**src/rtl/dtg_pkg.sv**
```systemverilog
package dtg_pkg;
    // Mark-fraction limit expressed as a ratio: excess when high*DEN > period*NUM
    localparam int unsigned RATIO_NUM = 7;
    localparam int unsigned RATIO_DEN = 10;

    typedef enum logic [1:0] {
        ST_RUN   = 2'd0,
        ST_WATCH = 2'd1,
        ST_TRIP  = 2'd2
    } guard_state_e;
endpackage

```
**src/rtl/dtg_sync.sv**
```systemverilog
module dtg_sync #(
    parameter int unsigned STAGES = 2
) (
    input  logic clk,
    input  logic rst_n,
    input  logic din,
    output logic level,
    output logic rise
);
    logic [STAGES-1:0] chain;
    logic              prev;

    genvar g;
    generate
        for (g = 0; g < STAGES; g++) begin : g_stage
            if (g == 0) begin : g_first
                always_ff @(posedge clk or negedge rst_n) begin
                    if (!rst_n) chain[0] <= 1'b0;
                    else        chain[0] <= din;
                end
            end else begin : g_next
                always_ff @(posedge clk or negedge rst_n) begin
                    if (!rst_n) chain[g] <= 1'b0;
                    else        chain[g] <= chain[g-1];
                end
            end
        end
    endgenerate

    always_ff @(posedge clk or negedge rst_n) begin
        if (!rst_n) prev <= 1'b0;
        else        prev <= chain[STAGES-1];
    end

    assign level = chain[STAGES-1];
    assign rise  = level & ~prev;

    // A rising-edge pulse can never last two cycles (edge timing for R2)
    assert_rise_single_R2: assert property (@(posedge clk) disable iff (!rst_n)
        rise |=> !rise);
endmodule

```
**src/rtl/dtg_meter.sv**
```systemverilog
module dtg_meter
    import dtg_pkg::*;
#(
    parameter int unsigned TIMEOUT_CLKS = 8192
) (
    input  logic clk,
    input  logic rst_n,
    input  logic level,
    input  logic rise,
    output logic per_valid,
    output logic per_excess
);
    localparam int unsigned CNT_W  = $clog2(TIMEOUT_CLKS + 1);
    localparam int unsigned TOT_W  = CNT_W + 1;
    localparam int unsigned PROD_W = TOT_W + 4;

    logic [CNT_W-1:0]  hi_cnt;
    logic [CNT_W-1:0]  lo_cnt;
    logic              primed;
    logic [TOT_W-1:0]  total;
    logic [PROD_W-1:0] hi_scaled;
    logic [PROD_W-1:0] tot_scaled;
    logic              over_limit;
    logic              timeout_hit;

    always_comb begin
        total       = {1'b0, hi_cnt} + {1'b0, lo_cnt};
        hi_scaled   = PROD_W'(hi_cnt) * PROD_W'(RATIO_DEN);
        tot_scaled  = PROD_W'(total) * PROD_W'(RATIO_NUM);
        over_limit  = hi_scaled > tot_scaled;
        timeout_hit = total >= TOT_W'(TIMEOUT_CLKS - 1);
    end

    always_ff @(posedge clk or negedge rst_n) begin
        if (!rst_n) begin
            hi_cnt     <= '0;
            lo_cnt     <= '0;
            primed     <= 1'b0;
            per_valid  <= 1'b0;
            per_excess <= 1'b0;
        end else if (rise) begin
            // close the elapsed period; the edge cycle is the first high clock of the next
            per_valid  <= primed;
            per_excess <= primed & over_limit;
            hi_cnt     <= CNT_W'(1);
            lo_cnt     <= '0;
            primed     <= 1'b1;
        end else if (timeout_hit) begin
            // missing edge: synthetic period at the held level
            per_valid  <= 1'b1;
            per_excess <= level;
            hi_cnt     <= '0;
            lo_cnt     <= '0;
            primed     <= 1'b1;
        end else begin
            per_valid  <= 1'b0;
            per_excess <= 1'b0;
            if (level) hi_cnt <= hi_cnt + 1'b1;
            else       lo_cnt <= lo_cnt + 1'b1;
        end
    end

    assert_period_bounded_R6: assert property (@(posedge clk) disable iff (!rst_n)
        total <= TOT_W'(TIMEOUT_CLKS - 1));

    assert_excess_needs_valid_R2: assert property (@(posedge clk) disable iff (!rst_n)
        per_excess |-> per_valid);
endmodule

```
**src/rtl/dtg_fsm.sv**
```systemverilog
module dtg_fsm
    import dtg_pkg::*;
#(
    parameter int unsigned WIN_W = 16
) (
    input  logic             clk,
    input  logic             rst_n,
    input  logic             per_valid,
    input  logic             per_excess,
    input  logic             clear,
    input  logic [WIN_W-1:0] window,
    output logic             drive_en,
    output logic             fault
);
    guard_state_e     state, nxt_state;
    logic [WIN_W-1:0] viol_cnt, nxt_cnt;
    logic [WIN_W-1:0] win_eff;
    logic [WIN_W:0]   cnt_inc;
    logic             reach;

    always_comb begin
        win_eff = (window == '0) ? WIN_W'(1) : window;
        cnt_inc = {1'b0, viol_cnt} + 1'b1;
        reach   = cnt_inc >= {1'b0, win_eff};
    end

    always_comb begin
        nxt_state = state;
        nxt_cnt   = viol_cnt;
        if (clear) begin
            nxt_state = ST_RUN;
            nxt_cnt   = '0;
        end else begin
            unique case (state)
                ST_RUN: begin
                    if (per_valid && per_excess) begin
                        if (reach) begin
                            nxt_state = ST_TRIP;
                        end else begin
                            nxt_state = ST_WATCH;
                            nxt_cnt   = cnt_inc[WIN_W-1:0];
                        end
                    end
                end
                ST_WATCH: begin
                    if (per_valid) begin
                        if (!per_excess) begin
                            nxt_state = ST_RUN;
                            nxt_cnt   = '0;
                        end else if (reach) begin
                            nxt_state = ST_TRIP;
                        end else begin
                            nxt_cnt   = cnt_inc[WIN_W-1:0];
                        end
                    end
                end
                ST_TRIP: begin
                    nxt_state = ST_TRIP;
                end
                default: begin
                    nxt_state = ST_RUN;
                    nxt_cnt   = '0;
                end
            endcase
        end
    end

    // state register
    always_ff @(posedge clk or negedge rst_n) begin
        if (!rst_n) begin
            state    <= ST_RUN;
            viol_cnt <= '0;
        end else begin
            state    <= nxt_state;
            viol_cnt <= nxt_cnt;
        end
    end

    // outputs
    always_comb begin
        unique case (state)
            ST_TRIP: begin drive_en = 1'b0; fault = 1'b1; end
            default: begin drive_en = 1'b1; fault = 1'b0; end
        endcase
    end

    assert_trip_sticky_R8: assert property (@(posedge clk) disable iff (!rst_n)
        (state == ST_TRIP && !clear) |=> (state == ST_TRIP));

    assert_clear_rearms_R9: assert property (@(posedge clk) disable iff (!rst_n)
        clear |=> (state == ST_RUN && viol_cnt == '0));

    assert_trip_at_window_R3: assert property (@(posedge clk) disable iff (!rst_n)
        $rose(state == ST_TRIP) |-> (({1'b0, $past(viol_cnt)} + 1'b1) >= {1'b0, $past(win_eff)}));

    assert_streak_reset_R4: assert property (@(posedge clk) disable iff (!rst_n)
        (per_valid && !per_excess && !clear && state != ST_TRIP) |=> (state == ST_RUN && viol_cnt == '0));

    assert_no_trip_without_period_R3: assert property (@(posedge clk) disable iff (!rst_n)
        (state != ST_TRIP && !per_valid) |=> (state != ST_TRIP));
endmodule

```
**src/rtl/duty_trip_guard.sv**
```systemverilog
module duty_trip_guard #(
    parameter int unsigned SYNC_STAGES  = 2,
    parameter int unsigned TIMEOUT_CLKS = 8192,
    parameter int unsigned WIN_DEFAULT  = 868
) (
    input  logic        clk,
    input  logic        rst_n,
    input  logic        pwm_in,
    input  logic        win_wr,
    input  logic [15:0] win_val,
    input  logic        clear,
    output logic        drive_en,
    output logic        fault
);
    localparam int unsigned WIN_W = 16;

    logic             level, rise;
    logic             per_valid, per_excess;
    logic [WIN_W-1:0] win_reg;

    always_ff @(posedge clk or negedge rst_n) begin
        if (!rst_n)      win_reg <= WIN_W'(WIN_DEFAULT);
        else if (win_wr) win_reg <= win_val;
    end

    dtg_sync #(.STAGES(SYNC_STAGES)) u_sync (
        .clk   (clk),
        .rst_n (rst_n),
        .din   (pwm_in),
        .level (level),
        .rise  (rise)
    );

    dtg_meter #(.TIMEOUT_CLKS(TIMEOUT_CLKS)) u_meter (
        .clk        (clk),
        .rst_n      (rst_n),
        .level      (level),
        .rise       (rise),
        .per_valid  (per_valid),
        .per_excess (per_excess)
    );

    dtg_fsm #(.WIN_W(WIN_W)) u_fsm (
        .clk        (clk),
        .rst_n      (rst_n),
        .per_valid  (per_valid),
        .per_excess (per_excess),
        .clear      (clear),
        .window     (win_reg),
        .drive_en   (drive_en),
        .fault      (fault)
    );

    assert_win_load_R11: assert property (@(posedge clk) disable iff (!rst_n)
        win_wr |=> (win_reg == $past(win_val)));

    assert_fault_inverse_R10: assert property (@(posedge clk) disable iff (!rst_n)
        fault != drive_en);
endmodule

```
**config.mk**
```make
export PLATFORM = sky130hd
export DESIGN_NAME = duty_trip_guard
export DESIGN_NICKNAME = d
export VERILOG_FILES = /design/src/rtl/dtg_pkg.sv /design/src/rtl/dtg_sync.sv /design/src/rtl/dtg_meter.sv /design/src/rtl/dtg_fsm.sv /design/src/rtl/duty_trip_guard.sv
export SDC_FILE = /design/constraint.sdc
export NUM_CORES = 1
export LEC_CHECK = 0
export ABC_AREA = 1
export BUFFER_PORTS_ARGS = -buffer_cell sky130_fd_sc_hd__buf_4
export CELL_PAD_IN_SITES_DETAIL_PLACEMENT = 1
export CELL_PAD_IN_SITES_GLOBAL_PLACEMENT = 1
export CORE_MARGIN = 2
export CORE_UTILIZATION = 51
export CTS_BUF_LIST = sky130_fd_sc_hd__clkbuf_16
export DETAILED_ROUTE_END_ITERATION = 7
export GPL_ROUTABILITY_DRIVEN = 1
export PLACE_DENSITY_LB_ADDON = 0.12
export REMOVE_ABC_BUFFERS = 1
export SLEW_MARGIN = 40
export SYNTH_ARGS = -nofsm -noshare
export SYNTH_HDL_FRONTEND = slang
export SYNTH_SLANG_ARGS = --single-unit
```
**constraint.sdc**
```tcl
create_clock -name clk -period 13.1 [get_ports clk]
set_clock_uncertainty 0.15 [all_clocks]
set_input_delay 0.655 -clock clk [delete_from_list [all_inputs] [get_ports clk]]
set_output_delay 0.655 -clock clk [all_outputs]
set_load 0.01 [all_outputs]
```
# [Word-level counts from Yosys, hierarchy flattened]
# Index checks and enable logic that the tools add are counted.
[classes] n_addsub=4 multipliers=2 muxes=28 bitwise=3 reduce_logical=7 n_lt_le_gt_ge=3 n_eq_ne=7
[ops] op="$mux W16" count=6
[ops] op="$mux W14" count=6
[ops] op="$pmux W16 S3" count=1
[ops] op="$add A14 B1 Y14 const B" count=2
[ops] op="$gt A18 B18 Y1" count=1
[ops] op="$mul A15 B3 Y18 const B" count=1
[ops] op="$add A16 B1 Y17 const B" count=1
[ops] op="$ge A17 B16 Y1" count=1
[ops] op="$mul A14 B3 Y17 const B" count=1
[ops] op="$logic_not A16 Y1" count=1
[ops] op="$add A14 B14 Y15" count=1
[ops] op="$ge A15 B13 Y1 const B" count=1
[ops] op="$mux W2" count=6
[ops] op="$mux W1" count=8
[ops] op="$ne A3 B2 Y1 const B" count=2
[ops] op="$pmux W2 S3" count=1
[ops] op="$reduce_and A3 Y1" count=2
[ops] op="$ne A4 B3 Y1 const B" count=1
[ops] op="$ne A3 B3 Y1 const B" count=1
[ops] op="$reduce_bool A3 Y1" count=1
[ops] op="$and A1 B1 Y1" count=2
[ops] op="$eq A2 B1 Y1 const B" count=1
[ops] op="$eq A2 B2 Y1 const B" count=1
[ops] op="$logic_not A2 Y1" count=1
[ops] op="other kinds (4)" count=4
[word_totals] wordCells=65 output_inout_bits=2 in_bits=21 register_bits=68

# [Longest topological paths before layout]
[logic_depth] word_depth=8 depth_mapped=30

# [Modules after synthesis]
# From an unflattened synthesis, not the netlist that was laid out.
[hier_totals] cells_unflattened=962 area_unflattened_um2=7455.9
[modules_own_cells] mod="dtg_meter" seq_area_each_um2=775.7 n_inst=1 cells_each=649 area_per_inst_um2=4934.7
[modules_own_cells] mod="dtg_fsm" seq_area_each_um2=450.4 n_inst=1 cells_each=240 area_per_inst_um2=1785.5
[modules_own_cells] mod="duty_trip_guard" seq_area_each_um2=406.6 n_inst=1 cells_each=68 area_per_inst_um2=650.6
[modules_own_cells] mod="dtg_sync" seq_area_each_um2=75.1 n_inst=1 cells_each=5 area_per_inst_um2=85.1

# [Least setup slack after synthesis]
# Ideal clock, no wire load.
[synth_path] path_kind="flip-flop to flip-flop" start="reg u_meter.hi_cnt[0]" end="reg u_meter.per_excess" stages_incl_launch_ff=23 path_slack_ps=8289 arrival_ps=4533 n_path_buf=0 period_less_slack_ps=4811 path_cell_list="dfrtp_1 > ha_1 > fa_1 > xor2_1 > inv_1 > fa_1 > inv_1 > ha_1 > fa_1 > nand3_1 > nand3_1 > a21oi_1 > o21ai_0 > a21boi_0 > o21ai_0 > xor2_1 > ha_1 > nand4_1 > nor4_1 > nand4_1 > nand3_1 > o21bai_1 > o21ai_0"
[synth_between] elab_chain_len=5
[synth_rtl] element="from (decl)" line="dtg_meter.sv:17" source="logic [CNT_W-1:0] hi_cnt;"
[synth_rtl] element="from (signal assigned)" line="dtg_meter.sv:58" source="if (level) hi_cnt <= hi_cnt + 1'b1;"
[synth_rtl] element="$add A14 B14 Y15" line="dtg_meter.sv:27" source="total = {1'b0, hi_cnt} + {1'b0, lo_cnt};"
[synth_rtl] element="$mul A15 B3 Y18" line="dtg_meter.sv:29" source="tot_scaled = PROD_W'(total) * PROD_W'(RATIO_NUM);"
[synth_rtl] element="$gt A18 B18 Y1" line="dtg_meter.sv:30" source="over_limit = hi_scaled > tot_scaled;"
[synth_rtl] element="$and A1 B1 Y1" line="dtg_meter.sv:44" source="per_excess <= primed & over_limit;"
[synth_rtl] element="$mux W1 (*)" line="dtg_meter.sv:41" source="end else if (rise) begin"
[synth_rtl] element="to (signal assigned)" line="dtg_meter.sv:44"
[synth_rtl] element="to (signal assigned)" line="dtg_meter.sv:51" source="per_excess <= level;"
[synth_rtl] element="to (decl)" line="dtg_meter.sv:11" source="output logic per_excess"
# Mark *: on every way between the ends. The rest lies on a longest branch, timed or not.
# A chain may end at the register's enable or synchronous reset.

# [Worst setup path after layout]
[layout_path] start="reg u_meter.hi_cnt[6]" end="reg u_meter.per_excess"
# The elaborated chain is that of the path after synthesis.

==> implementation parameters <==
Parameter                              Value

Timing
  Final Cycle Share ... 42.26%
  Total Negative Setup Slacks ... 0 ns
  Setup repair after global routing missed its margin ... false
  Max-slew violations ... 0
  Hold violation total from the final report ... 0
  Worst Tran Pin Value ... 0.8085 ns
  Final critical path time including I/O delays and setup ... 5.536 ns
  Final setup viols ... 0
  Worst max-slew margin expressed relative to the limit ... 45.97%
  FMAX ... 0.1806 GHz

Cells and area
  Commonest non-fill, non-tap cells in the layout ... 257 x nand2_1, 179 x inv_1, 104 x ha_1
  Final std cells w/o fill ... 1269
  Area growth, synth to finish ... 7.947%
  Share of final-layout standard cells stronger than drive strength 1 ... 9.217%
  Number of nets in the layout ... 1217
  Share of the core filled with cells ... 56.48%
  Antenna diode count ... 0
  Most common library cell in the layout ignoring fill and taps ... nand2_1

Synthesis
  Fraction of the yosys area taken by sequential cells ... 22.46%
  Count of cell types in the netlist ... 47
  Yosys top cell area share ... 20.73%
  Post-Synthesis Mean Instance Area ... 7.147 µm²
  Netlist area before placement ... 7605 µm²
  Number of enable-type register cells in the synthesized netlist ... 0
  Number of flip-flops and latches in the synthesized netlist ... 68
  Yosys synthesis warning count ... 0
  Largest area contributor in the netlist ... dfrtp_1
  Async S/R FF share, synth ... 100.0%
  Commonest register cell after synthesis ... dfrtp_1
  Ranking of synthesized cells by area ... dfrtp_1 21%, ha_1 17%, nand2_1 13%
  Number of cells produced by synthesis ... 1064

Detailed routing
  Routed vias/inst ... 5.752
  Number of vias after detailed routing ... 7299
  Number of design-rule violations left by the first detailed-router iteration ... 430
  Residual DRC count ... 0
  Average routed wire per standard cell ... 17.92 µm
  Total wirelength of the detailed-routed design ... 22.74 mm
  First drt pass iteration count ... 6
  Final antenna-violating net count ... 0

Placed design
  Buffers on Ports ... 22
  Final weighted congestion in routability-driven placement ... 0.8630
  DPL Wire Length ... 16.90 mm
  Post-placement cell count ... 1253

Floorplan
  Top-Level Pins ... 23
  Site Rows ... 44
  Floorplan die width ... 126.1 µm
  Floorplan Core Area ... 14530 µm²
  Height of the chip ... 126.1 µm
  Effective utilization at floorplan ... 52.32%
  Die ar. ... 15900 µm²

Clock network
  TritonCTS Buffers ... 9
  Clock tree sinks ... 68
  Number of post-CTS setup repair buffers ... 0
  Maximum buffer depth of the clock tree ... 2
  Number of hold buffers added after cts ... 0
  H-Tree Level Count ... 3
  Clock root buffer ... clkbuf_16
  CTS tree ... built
  Clock slew at the register clock pins of the worst setup and hold paths ... 0.07 ns
  Skew-Pair Late Insertion Delay ... 0.35 ns
  Total of cells resized after clock tree synthesis ... 0

Critical path
  Type of element capturing the critical path ... flop
  Cell mode on critical path ... inv_1
  Worst path arrival time ... 5.62 ns
  Worst-path maximum fanout ... 8
  Sum of buffers and inverters on the critical path ... 4
  Critical path's slowest cell ... fa_1
  Largest delay share family, worst path ... adder cells
  Data required, critical path ... 13.18 ns
  Worst stage delay on the critical path ... 0.54 ns
  Classification of the worst setup path ... reg -> reg
  Sort of element at the start of the critical path ... flop

Pwr
  Peak supply drop ... 0.09395 mV
  Leakage power total ... 4.687 nW
  PwrDens ... 100.5 nW/µm²

GRT
  Global-route usage over all layers ... 29.78%
  Pin count of the biggest net entering global routing ... 69
  Vias in the first global route ... 7881
  Antenna violations before repair ... 0
  First-pass GRT wire length ... 38.24 mm
  Grt total ovfl ... 0

Worst hold path
  Hold/Removal Path Class ... in -> async

Outcome
  Status ... complete, no violations

Job
  Max capacitance violation total ... 0
==> metal layers <==
layer | global-route usage (%) | wire length, µm | up-vias
met3 | 2.931 | 556 | 53
met1 | 34.20 | 9484 | 3594
met2 | 55.98 | 11920 | 141
li1 | - | - | 3511
met5 | 0 | 0 | -
met4 | 12.61 | 780 | 0
==> layout make-up <==
type                       instances  area, µm²
clock inverter                     7      82.58
inverter                         181      679.4
timing repair buffer              25      191.4
tap                              184      230.2
clock buffer                       9      225.2
fill                            1930       6325
multi-input combinational        795       5092
sequential                        68       1708
==> final timing paths <==
| kind | start | endpoint | slack [ns] | depth (start not counted) |
|---|---|---|---|---|
| setup / recovery | u_meter.hi_cnt[6]$_DFFE_PN0P_ | u_meter.per_excess$_DFF_PN0_ | 7.56 | 26 |
| hold / removal | rst_n | u_meter.lo_cnt[1]$_DFFE_PN0P_ | 0.17 | 1 |
| setup reg to reg | u_meter.hi_cnt[6]$_DFFE_PN0P_ | u_meter.per_excess$_DFF_PN0_ | 7.56 | 26 |
| hold reg to reg | u_sync.chain[0]$_DFF_PN0_ | u_sync.level$_DFF_PN0_ | 0.21 | 0 |
| max in group asynchronous | rst_n | win_reg[11]$_DFFE_PN0P_ | 12.15 | 1 |
| min in group clk | u_sync.chain[0]$_DFF_PN0_ | u_sync.level$_DFF_PN0_ | 0.21 | 0 |
==> cells in the mapped netlist, types with 3 or more instances <==
cell type / instances
nor2_1: 51
nand2_1: 257
nand3_1: 52
buf_6: 4
nand2_2: 23
fa_1: 12
nor4_1: 6
nand3_2: 3
dfstp_2: 5
xnor2_1: 18
nand4_1: 71
o211ai_1: 3
or2_2: 4
xor2_1: 38
buf_2: 3
inv_1: 179
nor3_1: 15
a21oi_2: 3
o21bai_1: 4
ha_1: 104
nand3b_1: 6
dfrtp_1: 63
o21ai_0: 49
nor2_2: 8
a21oi_1: 42
clkbuf_1: 10
==> worst reg2reg max path, delay by kind of cell (launching register included) <==
kind	cells	cell delay [ns]
compound gates	6	0.82
buf+inv	4	0.42
simple gates	10	1.40
flops	1	0.50
xor+xnor	2	0.59
fa+ha+maj	4	1.56
==> per-stage QoR <==
| step | hold WS [ns] | total power (W) | setup WS, ns | instance area (µm²) |
|---|---|---|---|---|
| finish | 0.1748 | 0.0008251 | 7.564 | 8209 |
| global placement | 0.1841 | 0.0005388 | 7.857 | 7898 |
| global route | 0.2213 | 0.0008878 | 6.846 | 8209 |
| CTS | 0.2006 | 0.0008272 | 7.598 | 8209 |
| detailed placement | 0.1934 | 0.0005587 | 7.649 | 7901 |
| floorplan | 0.1812 | 0.0004612 | 8.288 | 7480 |
==> report_power, final <==
group / switching, W / leakage (nW) / total (W) / internal (W)
clock: 0.000114 / 0.145 / 0.000265 / 0.000151
sequential: 0.0000122 / 0.890 / 0.000234 / 0.000222
combinational: 0.000203 / 3.65 / 0.000326 / 0.000123
total: 0.000329 / 4.69 / 0.000825 / 0.000496
==> logic make-up after synthesis <==
group / count (synthesis) / share of synthesized area (%)
simple gates: 507 / 31.72
fa+ha+maj: 116 / 20.27
xor+xnor: 56 / 6.449
compound gates: 116 / 8.522
flops: 68 / 22.46
buf+inv: 201 / 10.58
Power figures use the tool's default switching activity.
